$ cat src/rtl/csr_tcnt_pkg.sv
package csr_tcnt_pkg;
  typedef enum logic [2:0] {
    PRV_M  = 3'd0,
    PRV_HS = 3'd1,
    PRV_HU = 3'd2,
    PRV_VS = 3'd3,
    PRV_VU = 3'd4
  } priv_e;

  typedef struct packed {
    logic below_m;
    logic virt;
    logic vs;
  } mode_cls_t;

  function automatic mode_cls_t classify(priv_e m);
    mode_cls_t c;
    c.below_m = (m != PRV_M);
    c.virt    = (m == PRV_VS) || (m == PRV_VU);
    c.vs      = (m == PRV_VS);
    return c;
  endfunction
endpackage

$ cat src/rtl/csr_tcnt_decode.sv
module csr_tcnt_decode #(
  parameter int          ADDR_W       = 12,
  parameter int          CNT_N        = 32,
  parameter logic [11:0] STCMP_ADDR   = 12'h14D,
  parameter logic [11:0] VSTCMP_ADDR  = 12'h24D,
  parameter logic [11:0] CNT_LO_BASE  = 12'hC00,
  parameter logic [11:0] CNT_HI_BASE  = 12'hC80,
  localparam int         IDX_W        = $clog2(CNT_N)
) (
  input  logic [ADDR_W-1:0] addr_i,
  output logic              stcmp_o,
  output logic              vstcmp_o,
  output logic              cnt_o,
  output logic [IDX_W-1:0]  idx_o
);
  logic lo_hit, hi_hit;

  always_comb begin
    stcmp_o  = (addr_i == STCMP_ADDR[ADDR_W-1:0]);
    vstcmp_o = (addr_i == VSTCMP_ADDR[ADDR_W-1:0]);
    lo_hit   = (addr_i[ADDR_W-1:IDX_W] == CNT_LO_BASE[ADDR_W-1:IDX_W]);
    hi_hit   = (addr_i[ADDR_W-1:IDX_W] == CNT_HI_BASE[ADDR_W-1:IDX_W]);
    cnt_o    = lo_hit || hi_hit;
    idx_o    = addr_i[IDX_W-1:0];
  end
endmodule

$ cat src/rtl/csr_tcnt_timer_rule.sv
module csr_tcnt_timer_rule
  import csr_tcnt_pkg::*;
(
  input  mode_cls_t cls_i,
  input  logic      stcmp_i,
  input  logic      vstcmp_i,
  input  logic      m_tm_i,
  input  logic      h_tm_i,
  input  logic      m_stce_i,
  input  logic      h_stce_i,
  output logic      ii_o,
  output logic      vi_o
);
  logic hit, h_stce_deny, h_tm_deny;

  always_comb begin
    hit         = stcmp_i || vstcmp_i;
    h_stce_deny = m_stce_i && !h_stce_i;
    h_tm_deny   = m_tm_i && !h_tm_i;
    ii_o        = hit && cls_i.below_m && (!m_tm_i || !m_stce_i);
    // guest timer-compare ignores hypervisor TM; host one in VS sees both
    vi_o        = (stcmp_i && cls_i.vs && (h_tm_deny || h_stce_deny))
               || (vstcmp_i && cls_i.virt && h_stce_deny);
  end

  always_comb begin
    AST_TMR_STCE_GATE: assert (!(hit && cls_i.below_m && !m_stce_i) || ii_o)
      else $error("stce gate");
    AST_TMR_TM_GATE: assert (!(hit && cls_i.below_m && !m_tm_i) || ii_o)
      else $error("tm gate");
  end
endmodule

$ cat src/rtl/csr_tcnt_cnt_rule.sv
module csr_tcnt_cnt_rule
  import csr_tcnt_pkg::*;
#(
  parameter int  CNT_N = 32,
  localparam int IDX_W = $clog2(CNT_N)
) (
  input  mode_cls_t        cls_i,
  input  logic             cnt_i,
  input  logic [IDX_W-1:0] idx_i,
  input  logic [CNT_N-1:0] m_en_i,
  input  logic [CNT_N-1:0] h_en_i,
  output logic             ii_o,
  output logic             vi_o
);
  logic m_bit, h_bit;

  always_comb begin
    m_bit = m_en_i[idx_i];
    h_bit = h_en_i[idx_i];
    ii_o  = cnt_i && cls_i.below_m && !m_bit;
    vi_o  = cnt_i && cls_i.virt && !h_bit;
  end

  always_comb begin
    AST_CNT_HOST_NO_VI: assert (cls_i.virt || !vi_o)
      else $error("counter vi outside guest");
  end
endmodule

$ cat src/rtl/csr_tcnt_check.sv
module csr_tcnt_check
  import csr_tcnt_pkg::*;
#(
  parameter int ADDR_W = 12,
  parameter int CNT_N  = 32,
  parameter int TM_BIT = 1
) (
  input  logic [2:0]        mode_i,
  input  logic [ADDR_W-1:0] csr_addr_i,
  input  logic [CNT_N-1:0]  mcounteren_i,
  input  logic [CNT_N-1:0]  hcounteren_i,
  input  logic              menv_stce_i,
  input  logic              henv_stce_i,
  output logic              illegal_o,
  output logic              virtual_o
);
  localparam int IDX_W = $clog2(CNT_N);

  mode_cls_t        cls;
  logic             stcmp, vstcmp, cnt;
  logic [IDX_W-1:0] idx;
  logic             t_ii, t_vi, c_ii, c_vi;

  assign cls = classify(priv_e'(mode_i));

  csr_tcnt_decode #(.ADDR_W(ADDR_W), .CNT_N(CNT_N)) u_dec (
    .addr_i   (csr_addr_i),
    .stcmp_o  (stcmp),
    .vstcmp_o (vstcmp),
    .cnt_o    (cnt),
    .idx_o    (idx)
  );

  csr_tcnt_timer_rule u_tmr (
    .cls_i    (cls),
    .stcmp_i  (stcmp),
    .vstcmp_i (vstcmp),
    .m_tm_i   (mcounteren_i[TM_BIT]),
    .h_tm_i   (hcounteren_i[TM_BIT]),
    .m_stce_i (menv_stce_i),
    .h_stce_i (henv_stce_i),
    .ii_o     (t_ii),
    .vi_o     (t_vi)
  );

  csr_tcnt_cnt_rule #(.CNT_N(CNT_N)) u_cnt (
    .cls_i  (cls),
    .cnt_i  (cnt),
    .idx_i  (idx),
    .m_en_i (mcounteren_i),
    .h_en_i (hcounteren_i),
    .ii_o   (c_ii),
    .vi_o   (c_vi)
  );

  // machine-level denial wins over hypervisor-level denial
  always_comb begin
    illegal_o = t_ii || c_ii;
    virtual_o = (t_vi || c_vi) && !illegal_o;
  end

  always_comb begin
    AST_M_QUIET: assert (cls.below_m || (!illegal_o && !virtual_o))
      else $error("flag in M mode");
    AST_HOST_NO_TMR_VI: assert (cls.virt || !(stcmp || vstcmp) || !virtual_o)
      else $error("timer vi outside guest");
    AST_ONE_HOT: assert ($onehot0({illegal_o, virtual_o}))
      else $error("both flags");
    AST_OTHER_QUIET: assert (stcmp || vstcmp || cnt || (!illegal_o && !virtual_o))
      else $error("flag on uncovered CSR");
  end
endmodule

$ cat config.mk
export PLATFORM = sky130hd
export DESIGN_NAME = csr_tcnt_check
export DESIGN_NICKNAME = d
export VERILOG_FILES = /design/src/rtl/csr_tcnt_pkg.sv /design/src/rtl/csr_tcnt_decode.sv /design/src/rtl/csr_tcnt_timer_rule.sv /design/src/rtl/csr_tcnt_cnt_rule.sv /design/src/rtl/csr_tcnt_check.sv
export SDC_FILE = /design/constraint.sdc
export NUM_CORES = 1
export LEC_CHECK = 0
export BUFFER_PORTS_ARGS = -buffer_cell sky130_fd_sc_hd__buf_2
export CORE_MARGIN = 2
export CORE_UTILIZATION = 39
export DETAILED_ROUTE_END_ITERATION = 10
export PLACE_DENSITY = 0.91
export SYNTH_ARGS = -nofsm -noshare
export SYNTH_HDL_FRONTEND = slang
export SYNTH_SLANG_ARGS = --single-unit
$ cat constraint.sdc
create_clock -name vclk -period 2.85
set_input_delay 0.285 -clock vclk [all_inputs]
set_output_delay 0.285 -clock vclk [all_outputs]
set_load 0.03 [all_outputs]
==> Word-level counts from Yosys, hierarchy flattened <==
Cells that the tools add are included.
{ "totals": {"ff_bits": 0, "output_inout_bits": 2, "wordCells": 40, "input_bits": 81} }
{ "classes": {"mux": 4, "order_cmp": 1, "n_reduce_logical": 29, "eq_ne": 6} }
{ "ops": {"columns": ["op", "n"], "rows": [
  ["$eq 7x7->1 const B", 2],
  ["$logic_and 1x1->1", 13],
  ["$eq 12x10->1 const B", 1],
  ["$eq 12x9->1 const B", 1],
  ["$bmux 1 s5", 2],
  ["$logic_or 1x1->1", 8],
  ["$logic_not 1->1", 7],
  ["$lt 5x6->1 const B", 1],
  ["$eq 3x2->1 const B", 1],
  ["$eq 3x3->1 const B", 1],
  ["$reduce_bool 3->1", 1],
  ["$mux 1", 2]
]} }

==> Logic depth before layout (Yosys ltp) <==
Gate-level depths: netlist (run 1).
{ "depth": {"ltp_word": 7, "depth_mapped": 7, "depth_no_buf": 5} }

==> Cells and area by module <==
From an unflattened synthesis (run 1), not the netlist that was laid out.
{ "unflattened": {"cells_unflattened": 100, "hier_area_um2": 845.8} }
{ "modules_own_cells": {"columns": ["mod", "instances", "seq_area_each_um2", "area_each_um2", "cells_each"], "rows": [
  ["csr_tcnt_cnt_rule", 1, 0.0, 664.4, 73],
  ["csr_tcnt_decode", 1, 0.0, 98.8, 13],
  ["csr_tcnt_timer_rule", 1, 0.0, 42.5, 7],
  ["csr_tcnt_check", 1, 0.0, 40.0, 7]
]} }

==> Least setup slack after synthesis (run 1) <==
Ideal clock, no wire load.
{ "synth_path": {"path_type": "in2out", "from": "input csr_addr_i[0]", "to": "output virtual_o", "slack_ns": 0.497, "stages": 7, "path_buffers": 2, "arrival_time_ns": 2.068, "required_ns": 2.565, "path_cell_list": "buf_6 buf_2 mux4_2 a22oi_1 nand4_1 o41a_1 a2bb2oi_1"} }
{ "synth_between": {"elab_chain_len": 7} }
{ "synth_rtl": {"columns": ["item", "line", "source"], "rows": [
  ["start: declaration", "csr_tcnt_check.sv:9", "input logic [ADDR_W-1:0] csr_addr_i,"],
  ["$bmux 1 s5, or another cell as far along", "csr_tcnt_cnt_rule.sv:18", "m_bit = m_en_i[idx_i];"],
  ["$mux 1 (implied by the code) / $logic_or 1x1->1 (equally long branches)", "csr_tcnt_cnt_rule.sv:18, csr_tcnt_timer_rule.sv:17", null],
  ["$logic_not 1->1 / $logic_and 1x1->1 (equally long branches)", "csr_tcnt_cnt_rule.sv:20, csr_tcnt_timer_rule.sv:20", null],
  ["$logic_and 1x1->1, on equally long branches", "csr_tcnt_cnt_rule.sv:20, csr_tcnt_timer_rule.sv:20", null],
  ["$logic_or 1x1->1", "csr_tcnt_check.sv:58", "illegal_o = t_ii || c_ii;"],
  ["$logic_not 1->1", "csr_tcnt_check.sv:59", "virtual_o = (t_vi || c_vi) && !illegal_o;"],
  ["$logic_and 1x1->1 *", "csr_tcnt_check.sv:59", null],
  ["end: declaration", "csr_tcnt_check.sv:15", "output logic virtual_o"]
]} }
Every way passes the cells marked *; elsewhere a longest branch is shown, timed or not. The select of a mux whose other input is x is not followed.

==> Worst setup path in the final report (run 1) <==
Ends and elaborated chain as after synthesis.

==> results of run 1 <==
cells in the final DEF (no fill, tap or decap), types with 2 or more instances in the layout:
master and instances:
a22oi_1 2, buf_2 83, o41a_1 2, nor2_1 4, mux4_2 9, mux2i_1 6, nand3_1 5, nor3b_1 2
a21oi_1 2, nand2b_1 4, nand2_1 4, nor4_1 2, nor2b_1 2, nand3b_1 2, mux4_1 5, o2111a_1 2
stage by stage:
step	hold WS (ns)	util [%]	total power [µW]	instances	area [µm²]
2_1_floorplan	0.829	-	75.8	73	738
5_1_grt	1.05	66.5	155	176	1160
3_5_place_dp	1.03	66.5	141	176	1160
3_3_place_gp	1.02	66.5	136	176	1160
6_report	1.04	66.5	141	176	1160
4_1_cts	1.03	66.5	141	176	1160
power groups by stage:
stage	sequential, µW	combinational (µW)	clock, µW
floorplan	0	75.8	0
global placement	0	136	0
detailed placement	0	141	0
CTS	0	141	0
global route	0	155	0
finish	0	141	0
cell usage after synthesis, types with 2 or more instances:
library cell | count | share of area (%)
a21oi_1 | 2 | 1.4
mux2i_1 | 6 | 8.1
o41a_1 | 2 | 3.1
nor2_1 | 4 | 2.0
nand2b_1 | 4 | 3.4
a22oi_1 | 2 | 2.0
nor4_1 | 2 | 1.7
nand3_1 | 5 | 3.4
clkbuf_1 | 2 | 1.0
mux4_2 | 9 | 27
mux4_1 | 5 | 18
nor3b_1 | 2 | 2.0
nand2_1 | 4 | 2.0
buf_2 | 2 | 1.4
o2111a_1 | 2 | 3.1
nor2b_1 | 2 | 1.7
nand3b_1 | 2 | 2.0
worst max-delay path by stage:
stage                     depth (start not counted)           from   endpoint
after global routing                              8  csr_addr_i[0]  virtual_o
final                                             8  csr_addr_i[0]  virtual_o
after CTS                                         8  csr_addr_i[0]  virtual_o
after detailed placement                          8  csr_addr_i[0]  virtual_o
after floorplan                                   7  csr_addr_i[0]  virtual_o
after global placement                            8  csr_addr_i[0]  virtual_o
cell type report:
type	count	share of cell area, %
inverters	1	0.324
multi-input cells	66	60.5
well taps	25	2.70
repair buffers	84	36.5
per-layer routing:
layer  routed length (µm)  vias to the layer above  track usage (%)
met5                    0                        -                0
met4                   40                        0             7.22
met3                  290                        4             2.26
met2                 1320                       71             47.8
met1                  842                      454             25.4
li1                     -                      477                -
cell families (layout without fill, tap and decap cells):
family | Yosys count | after routing
AND/OR/NAND/NOR | 31 | 31
buffers and inverters | 7 | 85
multiplexers | 20 | 20
AO/OA/AOI/OAI | 14 | 14
XOR/XNOR | 1 | 1
==> run summary, run 1 <==
drt drc: 0
first drt pass iteration count: 4
postcts setup bufs: 0
Hold Crit Depth: 4
clock share of power: 0%
worst hold path class: primary input to output port
CP most frequent cell: buf_2
CP max stage delay: 0.52 ns
Arr. time, crit path: 2.11 ns
Synth Area in XOR/XNOR: 1.19%
crit path cell chain: buf_2 > buf_4 > mux4_2 > a22oi_1 > nand4_1 > o41a_1 > a2bb2oi_1 > buf_2
Max-cap violations: 0
post-synthesis sequential area ratio: 0%
Mapped Cells: 73
Post-Syn Nets: 154
FMAX: 0.418 GHz
sequential cell count: 0
setup TNS: 0 ns
Routed WL per cell: 14.2 µm
Hold Buf Count CTS: 0
Final Wtd Congestion: 0.865
Simple-Gate Fraction of Synth Area: 24.4%
post-synthesis mux area share: 53.4%
Final #Nets: 234
Core Area: 0.00175 mm²
fillcell total: 157
Max Slew Vio Count: 0
Leak: 0.000572 µW
delay-heaviest family, CP: buffers and inverters
Net Sw Frac: 38.2%
Hold Path Origin: mode_i[2]
ant diodes: 0
DP Wirelength: 2170 µm
Worst Path Required: 2.57 ns
Switch Pwr: 53.8 µW
PD cells: 121 mW/mm²
Buf/Inv on CP: 3
worst slew pin tran: 0.446 ns
largest family of logic cells by synthesized area: multiplexers
CTS resizes: 0
Final period util: 84.0%
initial antenna violation count: 0
crit end category: output port
clock buffer count: 0
DR vias: 1006
Worst slew margin: 70.0%
Crit-path slowest cell: mux4_2
complex-gate fraction of the synthesized area: 16.1%
Vias/cell: 5.72
Ys Warns: 0
Netlist Area Pre-Place: 738 µm²
crit path launch type: primary input
final-report hold violation count: 0
DRT antenna net count: 0
die area: 0.00226 mm²
Hold EP: illegal_o
area grow syn2layout: 57.1%
final setup vio count: 0
die extent in y: 47.5 µm
multi-input logic area: 702 µm²
pre-CTS setup slack: 0.466 ns
status: finished clean
combinational power share: 100.0%
Internal: 87.1 µW
peak supply drop: 0.0658 mV
io pins: 83
Mean Syn Cell Area: 10.1 µm²
Register Area: 0 µm²
Synth Area in Adders: 0%
ratio of cells with drive above 1 in the final layout: 62.9%
# port buffers: 83
Starting Density: 42.3%
Iter 0 DRT Violations: 26
All-Layer GR Usage: 23.8%
Die Wd: 47.5 µm
final worst slack: 0.457 ns
worst-path maximum fanout: 11
row cnt: 15
RSZ-0062 raised after global routing: no
synth unique cells: 33
Flop pwr share: 0%
number of global-route vias before repair: 991
Period minus WS final: 2.39 ns
first-pass GRT wire length: 3960 µm
largest net degree at the start of global routing: 20
drt total wl: 2490 µm
critical path class: primary input to output port
total grt overflow: 0
No activity file was read; power rests on OpenSTA's default activity.
==> run 2, diff against run 1 <==
--- a/config.mk
+++ b/config.mk
@@ -7,9 +7,9 @@
 export LEC_CHECK = 0
 export BUFFER_PORTS_ARGS = -buffer_cell sky130_fd_sc_hd__buf_2
 export CORE_MARGIN = 2
-export CORE_UTILIZATION = 39
+export CORE_UTILIZATION = 33
 export DETAILED_ROUTE_END_ITERATION = 10
-export PLACE_DENSITY = 0.91
+export PLACE_DENSITY = 0.82
 export SYNTH_ARGS = -nofsm -noshare
 export SYNTH_HDL_FRONTEND = slang
 export SYNTH_SLANG_ARGS = --single-unit
==> constraint.sdc (replaced) <==
create_clock -name vclk -period 2.15
set_input_delay 0.215 -clock vclk [all_inputs]
set_output_delay 0.215 -clock vclk [all_outputs]
set_load 0.03 [all_outputs]
==> run 2 against run 1 <==
Effect of this change: first-iteration DRC count fell by 73%; global-route usage decreased by 4.4 points; die area up 17%; core utilization down 10 points; via count about the same; combinational power is 43% higher; power rose by 43%; critical path type unchanged; highest routed layer unchanged.
==> run summary, run 2 (same netlist as run 1, synthesis figures left out) <==
Buf/Inv on CP: 2 (-1)
worst slew pin tran: 0.412 ns (-0.0334 ns)
Routed WL per cell: 13.5 µm (-4.3%)
critical path class: primary input to output port
delay-heaviest family, CP: compound AO/OA/AOI/OAI gates
drt total wl: 2490 µm (about the same)
largest net degree at the start of global routing: 12 (-40%)
Period minus WS final: 2.08 ns
Hold Buf Count CTS: 0 (unchanged)
final setup vio count: 0 (unchanged)
total grt overflow: 0 (unchanged)
PD cells: 164 mW/mm² (+35%)
pre-CTS setup slack: -0.0880 ns (-0.554 ns)
Leak: 0.000591 µW (+3.2%)
first drt pass iteration count: 4 (unchanged)
Core Area: 0.00217 mm² (+24%)
Worst Path Required: 1.93 ns (-0.64 ns)
die area: 0.00263 mm² (+17%)
DR vias: 1007 (+0.099%)
sequential cell count: 0 (unchanged)
ant diodes: 0 (unchanged)
Total Power: 201 µW (+43%)
Die Wd: 51.3 µm (+8.0%)
initial antenna violation count: 0 (unchanged)
crit path cell chain: buf_12 > mux4_2 > mux2i_1 > o22ai_1 > o41a_1 > a2bb2oi_2 > buf_6
Max-cap violations: 0 (unchanged)
Final #Nets: 239 (+2.1%)
ratio of cells with drive above 1 in the final layout: 66.7% (+3.8 points)
Starting Density: 34.0% (-8.3 points)
Net Sw Frac: 37.1% (-1.1 points)
combinational power share: 100.0% (about the same)
Register Area: 0 µm² (unchanged)
clock share of power: 0% (unchanged)
Internal: 127 µW (+45%)
DRT antenna net count: 0 (unchanged)
worst hold path class: primary input to output port
All-Layer GR Usage: 19.4% (-4.4 points)
io pins: 83 (unchanged)
number of global-route vias before repair: 1037 (+4.6%)
# port buffers: 83 (unchanged)
final core utilization: 56.4% (-10 points)
Flop pwr share: 0% (unchanged)
clock buffer count: 0 (unchanged)
crit path launch type: primary input
first-pass GRT wire length: 4040 µm (+1.9%)
crit end category: output port
peak supply drop: 0.100 mV (+53%)
Vias/cell: 5.47 (-4.3%)
Switch Pwr: 74.7 µW (+39%)
row cnt: 17 (+2)
most common cell after layout, fill and taps aside: buf_2
worst-path maximum fanout: 11 (unchanged)
drt drc: 0 (unchanged)
Worst slew margin: 72.3% (+2.3 points)
Final period util: 96.8%
RSZ-0062 raised after global routing: yes
status: finished clean
Final Wtd Congestion: 0.750 (-13%)
final worst slack: 0.0696 ns (-0.387 ns)
Max Slew Vio Count: 0 (unchanged)
Crit-path slowest cell: mux4_2
Iter 0 DRT Violations: 7 (-73%)
FMAX: 0.481 GHz
Hold Path Origin: mode_i[2]
die extent in y: 51.3 µm (+8.0%)
CP max stage delay: 0.50 ns (-0.02 ns)
area grow syn2layout: 65.8%
Hold Crit Depth: 4 (unchanged)
final-report hold violation count: 0 (unchanged)
Hold EP: illegal_o
most frequent cells in the layout: buf_2 (80), mux4_2 (12), mux2i_1 (6), buf_4 (6), nand3_1 (5)
Arr. time, crit path: 1.87 ns (-0.24 ns)
[run 2: cell count changes in the layout (fill, tap and decap cells not counted), sizes merged]
cell and delta:
buf +5
[run 2: repair_timing]
action | CTS | global route
resized for setup | 2 | 11
setup buffers | 0 | 0
pin swaps | 0 | 2
endpoints found under the setup margin | 2 | 2
cloned | 0 | 0
[run 2: worst max path at each step]
stage	from	endpoint	slack, ns	cells after the start
final	csr_addr_i[0]	virtual_o	0.07	7
after global placement	csr_addr_i[0]	virtual_o	-0.05	6
after CTS	csr_addr_i[0]	virtual_o	0.04	7
after floorplan	csr_addr_i[0]	illegal_o	0.03	5
after global routing	csr_addr_i[0]	virtual_o	-0.02	7
after detailed placement	csr_addr_i[0]	virtual_o	-0.09	7
[run 2: stage by stage]
stage          setup TNS (ns)  cells  cell area, µm²  hold WS (ns)
5_1_grt               -0.0151    184            1220         0.873
2_1_floorplan               0     73             744         0.674
6_report                    0    184            1220         0.849
3_3_place_gp          -0.0748    184            1210         0.856
4_1_cts                     0    184            1210         0.877
3_5_place_dp           -0.158    184            1210         0.872
[run 2: layout make-up]
cell class / instances / area (µm²)
tap: 28 / 35.0
inverter: 1 / 3.75
multi-input combinational: 66 / 697
fill: 215 / 946
timing repair buffer: 89 / 488
[run 2: power groups by stage]
stage / Combinational, µW / Sequential, µW / Clock, µW
4_1_cts: 198 / 0 / 0
3_5_place_dp: 195 / 0 / 0
6_report: 201 / 0 / 0
2_1_floorplan: 101 / 0 / 0
3_3_place_gp: 188 / 0 / 0
5_1_grt: 222 / 0 / 0
[run 2: layer usage]
| layer | global-route usage [%] | routed length [µm] | up-vias |
|---|---|---|---|
| li1 | - | - | 482 |
| met1 | 22.9 | 937 | 471 |
| met2 | 38.7 | 1320 | 52 |
| met3 | 0.877 | 211 | 2 |
| met4 | 3.07 | 21 | 0 |
| met5 | 0 | 0 | - |
==> run 3, diff against run 2 <==
--- a/config.mk
+++ b/config.mk
@@ -6,10 +6,12 @@
 export NUM_CORES = 1
 export LEC_CHECK = 0
 export BUFFER_PORTS_ARGS = -buffer_cell sky130_fd_sc_hd__buf_2
+export CELL_PAD_IN_SITES_DETAIL_PLACEMENT = 1
+export CELL_PAD_IN_SITES_GLOBAL_PLACEMENT = 1
 export CORE_MARGIN = 2
-export CORE_UTILIZATION = 33
+export CORE_UTILIZATION = 21
 export DETAILED_ROUTE_END_ITERATION = 10
-export PLACE_DENSITY = 0.82
+export PLACE_DENSITY_LB_ADDON = 0.1
 export SYNTH_ARGS = -nofsm -noshare
 export SYNTH_HDL_FRONTEND = slang
 export SYNTH_SLANG_ARGS = --single-unit
==> run 3 against run 2 <==
Effect of this change: count of clock-buffer cells in the layout unchanged; largest cell class unchanged; non-clock buffer count up 1; power increased by 4.2%; global-route usage shrank 5.9 points; core utilization down 18 points.
==> run summary, run 3 (same netlist as run 1, synthesis figures left out) <==
status: finished clean
DR vias: 1002 (-0.50%)
Period minus WS final: 2.08 ns (+0.00169 ns)
clock buffer count: 0 (unchanged)
Worst Path Required: 1.93 ns (about the same)
final std cells w/o fill: 203 (+10%)
Max-cap violations: 0 (unchanged)
crit path cell chain: buf_8 > buf_12 > mux4_2 > o2111a_1 > o41a_1 > a2bb2oi_2 > buf_6
first-pass GRT wire length: 4550 µm (+13%)
worst hold path class: primary input to output port
worst-path maximum fanout: 6 (-5)
final core utilization: 38.2% (-18 points)
drt drc: 0 (unchanged)
most common cell after layout, fill and taps aside: buf_2
Worst Setup EP: virtual_o
Final #Nets: 240 (+0.42%)
sequential cell count: 0 (unchanged)
final worst slack: 0.0679 ns (-0.00169 ns)
critical path class: primary input to output port
most frequent cells in the layout: buf_2 (80), mux4_2 (11), mux2i_1 (6), buf_4 (6), nand3_1 (5)
die area: 0.00401 mm² (+52%)
Max Slew Vio Count: 0 (unchanged)
final setup vio count: 0 (unchanged)
Leak: 0.000607 µW (+2.8%)
Iter 0 DRT Violations: 10 (+3)
Inst Count DP: 203 (+10%)
postcts setup bufs: 0 (unchanged)
worst slew pin tran: 0.375 ns (-0.0367 ns)
Die Wd: 63.3 µm (+23%)
total grt overflow: 0 (unchanged)
die extent in y: 63.3 µm (+23%)
DP Wirelength: 2580 µm
Vias/cell: 4.94 (-9.8%)
Core Area: 0.00336 mm² (+55%)
Starting Density: 21.9% (-12 points)
final-report hold violation count: 0 (unchanged)
row cnt: 21 (+4)
Worst Setup SP: csr_addr_i[0]
initial antenna violation count: 0 (unchanged)
DRT antenna net count: 0 (unchanged)
largest net degree at the start of global routing: 16 (+4)
ratio of cells with drive above 1 in the final layout: 67.5% (+0.85 points)
Final period util: 96.8% (about the same)
drt total wl: 2830 µm (+14%)
number of global-route vias before repair: 1043 (+0.58%)
setup TNS: 0 ns (unchanged)
PD cells: 163 mW/mm² (-0.69%)
RSZ-0062 raised after global routing: no
CP max stage delay: 0.49 ns (about the same)
io pins: 83 (unchanged)
Worst slew margin: 74.7% (+2.5 points)
multi-input logic area: 711 µm² (+2.0%)
WHS: 0.873 ns (+0.0233 ns)
crit end category: output port
Arr. time, crit path: 1.87 ns (about the same)
pre-CTS setup slack: -0.0290 ns (+0.0591 ns)
FMAX: 0.480 GHz (about the same)
fillcell total: 432 (+100%)
Routed WL per cell: 13.9 µm (+2.9%)
first drt pass iteration count: 4 (unchanged)
Crit-path slowest cell: mux4_2
ant diodes: 0 (unchanged)
Final Wtd Congestion: 0.748 (-0.21%)
Register Area: 0 µm² (unchanged)
peak supply drop: 0.0646 mV (-36%)
crit path launch type: primary input
# port buffers: 83 (unchanged)
area grow syn2layout: 73.9%
All-Layer GR Usage: 13.5% (-5.9 points)
-- run 3: cell types whose count changed in the layout (fill, tap and decap cells not counted), sizes merged --
cell | previous run | this run
buf | 89 | 90
-- run 3: power by group --
group          internal [µW]  switching (µW)
sequential                 0               0
combinational            132            77.9
clock                      0               0
-- run 3: layout make-up --
| class | count | area share, % |
|---|---|---|
| Multi-Input combinational cell | 66 | 55.4 |
| Timing Repair Buffer | 90 | 39.9 |
| Tap cell | 46 | 4.48 |
| Inverter | 1 | 0.292 |
-- run 3: how the worst min path moves through the flow --
stage	startpoint	endpoint	slack [ns]	cells past startpoint
CTS	mode_i[2]	virtual_o	0.89	4
global placement	mode_i[2]	illegal_o	0.90	4
detailed placement	mode_i[2]	illegal_o	0.90	4
finish	mode_i[2]	illegal_o	0.87	4
floorplan	mode_i[2]	virtual_o	0.67	2
global route	mode_i[2]	virtual_o	0.90	4
-- run 3: critical path, delay by kind of cell --
family / cells / cell delay (ns)
AOI/OAI and AO/OA: 3 / 0.84
buffers and inverters: 3 / 0.32
muxes: 1 / 0.49
-- run 3: routing by layer --
metal | wire length [µm] | GRT usage (%) | vias up | share of wire, %
li1 | - | - | 484 | -
met1 | 1110 | 17.1 | 474 | 39
met2 | 1520 | 25.5 | 44 | 54
met3 | 202 | 1.61 | 0 | 7.1
met4 | 0 | 0.815 | 0 | 0
met5 | 0 | 0 | - | 0
-- run 3: stage by stage --
step,total power [µW],instance area (µm²)
6_report,210,1280
5_1_grt,229,1280
4_1_cts,206,1270
3_5_place_dp,206,1260
3_3_place_gp,200,1260
2_1_floorplan,101,744
-- run 3: timing repair --
item,4_1_cts,5_1_grt
pin swaps,0,2
gates resized for setup,2,9
setup endpoints to repair,1,2
hold buffers,0,0
